$ cat src/rtl/cog_pkg.sv
`timescale 1ns/1ps
package cog_pkg;
  localparam int unsigned N_OUT    = 8;
  localparam int unsigned N_FIX    = 4;
  localparam int unsigned SYNC_LEN = 2;
  localparam int unsigned N_PIN    = N_FIX + 2;
  // output index owned by each dedicated pin
  localparam int unsigned FIX_IDX [N_FIX] = '{0, 1, 3, 6};
endpackage

$ cat src/rtl/cog_pin_filter.sv
`timescale 1ns/1ps
module cog_pin_filter #(
  parameter int unsigned SYNC_LEN = 2
) (
  input  logic clk_i,
  input  logic rst_ni,
  input  logic pin_ni,
  output logic lvl_o
);
  logic [SYNC_LEN-1:0] sync_q;
  logic                prev_q;
  logic                lvl_q;
  logic                sync_out;

  assign sync_out = sync_q[SYNC_LEN-1];

  always_ff @(posedge clk_i or negedge rst_ni) begin
    if (!rst_ni) begin
      sync_q <= '0;
      prev_q <= 1'b0;
      lvl_q  <= 1'b0;
    end else begin
      sync_q <= {sync_q[SYNC_LEN-2:0], pin_ni};
      prev_q <= sync_out;
      if (sync_out == prev_q) lvl_q <= prev_q;
    end
  end

  assign lvl_o = lvl_q;


  filt_hold_chk: assert property (@(posedge clk_i) disable iff (!rst_ni)
    (sync_out != prev_q) |=> $stable(lvl_q));


  filt_cause_chk: assert property (@(posedge clk_i) disable iff (!rst_ni)
    (lvl_q != $past(lvl_q)) |-> $past(sync_out == prev_q));
endmodule

$ cat src/rtl/cog_enable_map.sv
`timescale 1ns/1ps
module cog_enable_map
  import cog_pkg::*;
(
  input  logic [N_FIX-1:0] fix_en_i,
  input  logic             a_en_i,
  input  logic             b_en_i,
  input  logic [N_OUT-1:0] mask_a_i,
  input  logic [N_OUT-1:0] mask_b_i,
  output logic [N_OUT-1:0] ctrl_o,
  output logic [N_OUT-1:0] run_o
);
  always_comb begin
    for (int unsigned j = 0; j < N_OUT; j++) begin
      logic own, own_en;
      own    = 1'b0;
      own_en = 1'b0;
      for (int unsigned k = 0; k < N_FIX; k++) begin
        if (FIX_IDX[k] == j) begin
          own    = 1'b1;
          own_en = own_en | fix_en_i[k];
        end
      end
      ctrl_o[j] = own | mask_a_i[j] | mask_b_i[j];
      run_o[j]  = ~ctrl_o[j] | own_en
                | (mask_a_i[j] & a_en_i) | (mask_b_i[j] & b_en_i);
    end
  end
endmodule

$ cat src/rtl/cog_clk_cell.sv
`timescale 1ns/1ps
module cog_clk_cell (
  input  logic clk_i,
  input  logic rst_ni,
  input  logic en_i,
  output logic clk_t_o,
  output logic clk_c_o,
  output logic run_o
);
  logic en_c_q, en_t_q;

  // complement gate moves while clk is rising (complement is falling)
  always_ff @(posedge clk_i or negedge rst_ni) begin
    if (!rst_ni) en_c_q <= 1'b1;
    else         en_c_q <= en_i;
  end

  // true gate moves while clk is falling (true is falling)
  always_ff @(negedge clk_i or negedge rst_ni) begin
    if (!rst_ni) en_t_q <= 1'b1;
    else         en_t_q <= en_c_q;
  end

  assign clk_t_o = clk_i & en_t_q;
  assign clk_c_o = ~clk_i & en_c_q;
  assign run_o   = en_c_q;


  phase_align_chk: assert property (@(posedge clk_i) disable iff (!rst_ni)
    en_t_q == en_c_q);
endmodule

$ cat src/rtl/clk_out_gate.sv
`timescale 1ns/1ps
module clk_out_gate
  import cog_pkg::*;
(
  input  logic             clk_i,
  input  logic             rst_ni,
  input  logic [N_FIX-1:0] oe_fix_ni,
  input  logic             oe_a_ni,
  input  logic             oe_b_ni,
  input  logic [N_OUT-1:0] mask_a_i,
  input  logic [N_OUT-1:0] mask_b_i,
  output logic [N_OUT-1:0] clk_t_o,
  output logic [N_OUT-1:0] clk_c_o
);
  logic [N_PIN-1:0] pin_n, lvl;
  logic [N_OUT-1:0] ctrl, run_next, run_q;

  assign pin_n = {oe_b_ni, oe_a_ni, oe_fix_ni};

  for (genvar p = 0; p < N_PIN; p++) begin : g_pin
    cog_pin_filter #(.SYNC_LEN(SYNC_LEN)) u_filt (
      .clk_i (clk_i),
      .rst_ni(rst_ni),
      .pin_ni(pin_n[p]),
      .lvl_o (lvl[p])
    );
  end

  cog_enable_map u_map (
    .fix_en_i(~lvl[N_FIX-1:0]),
    .a_en_i  (~lvl[N_FIX]),
    .b_en_i  (~lvl[N_FIX+1]),
    .mask_a_i(mask_a_i),
    .mask_b_i(mask_b_i),
    .ctrl_o  (ctrl),
    .run_o   (run_next)
  );

  for (genvar j = 0; j < N_OUT; j++) begin : g_out
    cog_clk_cell u_cell (
      .clk_i  (clk_i),
      .rst_ni (rst_ni),
      .en_i   (run_next[j]),
      .clk_t_o(clk_t_o[j]),
      .clk_c_o(clk_c_o[j]),
      .run_o  (run_q[j])
    );


    stop_ctrl_chk: assert property (@(posedge clk_i) disable iff (!rst_ni)
      $fell(run_q[j]) |-> $past(ctrl[j]));
  end
endmodule

$ cat config.mk
export PLATFORM = sky130hd
export DESIGN_NAME = clk_out_gate
export DESIGN_NICKNAME = d
export VERILOG_FILES = /design/src/rtl/cog_pkg.sv /design/src/rtl/cog_pin_filter.sv /design/src/rtl/cog_enable_map.sv /design/src/rtl/cog_clk_cell.sv /design/src/rtl/clk_out_gate.sv
export SDC_FILE = /design/constraint.sdc
export NUM_CORES = 1
export LEC_CHECK = 0
export BUFFER_PORTS_ARGS = -buffer_cell sky130_fd_sc_hd__buf_2
export CAP_MARGIN = 20
export CORE_MARGIN = 10
export CORE_UTILIZATION = 40
export DETAILED_ROUTE_END_ITERATION = 7
export GPL_ROUTABILITY_DRIVEN = 0
export SYNTH_ARGS = -nofsm -noshare
export SYNTH_HDL_FRONTEND = slang
export SYNTH_HIERARCHICAL = 1
export SYNTH_SLANG_ARGS = --single-unit
$ cat constraint.sdc
create_clock -name clk_i -period 1.8 [get_ports clk_i]
set_input_delay 0 -clock clk_i [delete_from_list [all_inputs] [get_ports clk_i]]
set_output_delay 0 -clock clk_i [all_outputs]
set_load 0.02 [all_outputs]
==> results.md <==
- Status: finished with violations
- Failing checks: negative setup slack
- Synthesized instance count: 94
- Via/cell ratio: 4.300
- Final Setup Violations: 16
- Starting Density: 0.4117
- Total congestion overflow: 0
- Largest net degree at the start of global routing: 28
- Nature of the critical path endpoint: output port
- Critical path capture point: clk_t_o[1]
- Switch Pwr: between 0.001 and 0.0015 W
- DR pass1 iterations: 4
- Hold_ws: approximately 0.18 ns
- WL final: 2879 microns
- Placed insts: 178
- Initial antenna violation count: 0
- Synthesized Nets: 118
- Final hold vios: 0
- Reg power frac: 0.296
- # diodes: 0
- Global-route wire length before repair: 4981 microns
- Post-Syn Area: 0.001374 sq mm
- Syn-to-layout area delta: 56.74%
- CTS tree: built
- CP startpoint: g_out[1].u_cell/en_t_q$_DFF_NN1_
- Latest clock arrival within the worst-skew pair: 0.49 ns
- Post-Layout Cell Count: 223
- Horiz. Die Dim: 78.61 microns
- Synth warnings: 6
- Critical path peak fanout: 1
- MaxCap Viol Count: 0
- Die Area: 0.006179 sq mm
- Worst setup SP type: flop
- Nets: slightly below 200
- Internal power: 0.002346 W
- Vias in the first global route: 1216
- Worst vdd ir: roughly 0.58 mV
- Most common cell after layout, fill and taps aside: buf_2
- Worst-Margin Slew: 0.3284 ns
- Total GRT Usage: 0.1094
- Fillcell total: 272
- Final worst setup slack: -0.3626 ns
- Combinational Power Share: 0.047
- Port Buffers: 39
- Power Density: around 1600 mW/mm^2
- Pre-CTS setup slack: 0.1581 ns
- R2r setup slk: 0.31 ns
- Crit Path Class: reg -> out
- DP Area: approximately 0.0016 sq mm
- CP Data Arrival Time: 2.16 ns
- CORE AREA: 0.003337 sq mm
- Clock power share: 0.657
- Launching point of the worst reg2reg path: g_pin[4].u_filt/lvl_o$_DFFE_PN0N_
- CP required: 1.80 ns
- Design Area, Final: 0.002153 sq mm
- Post-route total power: 0.003494 W
- Layout cells sized above 1: 0.4859
- DR WL/cell: 12.91 microns
- RSZ-0062 raised after global routing: true
- I/O Pins: 40
- Critical R2R Capture: g_out[0].u_cell/run_o$_DFF_PN1_
- Mean Syn Cell Area: 14.62 sq um
- FP Rows: 21
- DRT iter0 DRCs: 31
- Worst-path clk slew: 0.11 ns
- Sw Share: 0.3284
- P_leak: about 1.0 nW
- Vias: ~960
- R2r worst-path depth: 3
- Most frequent cells in the layout: buf_2 (31), dlygate4sd3_1 (27), dfrtp_1 (24), dfstp_2 (16), inv_1 (14)
- Max Slew Vio Count: 0
- DRT antenna net count: 0
- Slew HR: 0.7810
- Worst min path class: in -> reg
- Residual DRC count: 0
- Die Height: approximately 80 microns
- Clock Skew: 0.05903 ns
-- flip-flops by register name, summed over array words and instances (netlist names) --
signal	count
g_pin.u_filt/sync_q	12
g_out.u_cell/en_t_q	8
g_out.u_cell/run_o	8
g_pin.u_filt/lvl_o	6
g_pin.u_filt/prev_q	6
-- stage by stage --
| step | utilization | TNS, ns |
|---|---|---|
| global route | 0.6453 | -3.305 |
| detailed placement | 0.4829 | 0 |
| global placement | 0.4829 | 0 |
| CTS | 0.6453 | -2.876 |
| finish | 0.6453 | -2.746 |
| floorplan | - | 0 |
-- how the worst min path moves through the flow --
stage / startpoint / end / slack [ns] / depth (start not counted)
floorplan: rst_ni / g_pin[0].u_filt/lvl_o$_DFFE_PN0N_ / -0.30 / 0
global placement: oe_fix_ni[3] / g_pin[3].u_filt/sync_q[0]$_DFF_PN0_ / 0.11 / 1
detailed placement: oe_fix_ni[2] / g_pin[2].u_filt/sync_q[0]$_DFF_PN0_ / 0.11 / 1
CTS: oe_fix_ni[2] / g_pin[2].u_filt/sync_q[0]$_DFF_PN0_ / 0.15 / 2
global route: oe_fix_ni[2] / g_pin[2].u_filt/sync_q[0]$_DFF_PN0_ / 0.13 / 2
finish: oe_a_ni / g_pin[4].u_filt/sync_q[0]$_DFF_PN0_ / 0.18 / 2
-- critical path, stage by stage (launching register included) --
cell and delay (ns):
dfstp_2 0.51, and2_4 0.14, buf_6 0.11
-- layer usage --
layer  global-route usage  wire, microns  vias to the layer above
li1                     -              -                      460
met1              0.09047           1028                      457
met2               0.1390           1474                       35
met3               0.1014            325                        7
met4               0.1308             51                        0
met5                    0              0                        -
-- cell type report --
| type | count | area, sq um | share of cell area |
|---|---|---|---|
| well taps | 46 | 57.56 | 0.02673 |
| clock inverters | 11 | 46.29 | 0.02150 |
| flip-flops and latches | 40 | 1021 | 0.4741 |
| repair buffers | 51 | 392.9 | 0.1825 |
| clock buffers | 31 | 315.3 | 0.1464 |
| multi-input cells | 38 | 297.8 | 0.1383 |
| inverters | 6 | 22.52 | 0.01046 |
-- power by group through the flow --
stage	sequential, W	clock [W]	combinational, W
floorplan	0.00104	0.000573	0.0000583
global placement	0.00104	0.000792	0.0000969
detailed placement	0.00105	0.000792	0.000101
CTS	0.00103	0.00234	0.000162
global route	0.00104	0.00251	0.000181
finish	0.00103	0.00230	0.000164
-- repair_timing --
action / in CTS / in global routing
hold buffers: 27 / 0
setup endpoints to repair: 16 / 16
endpoints found under the hold margin: 43 / 0
buffers inserted: 0 / 0
resized for setup: 24 / 0
(Power assumes the default switching activity.)
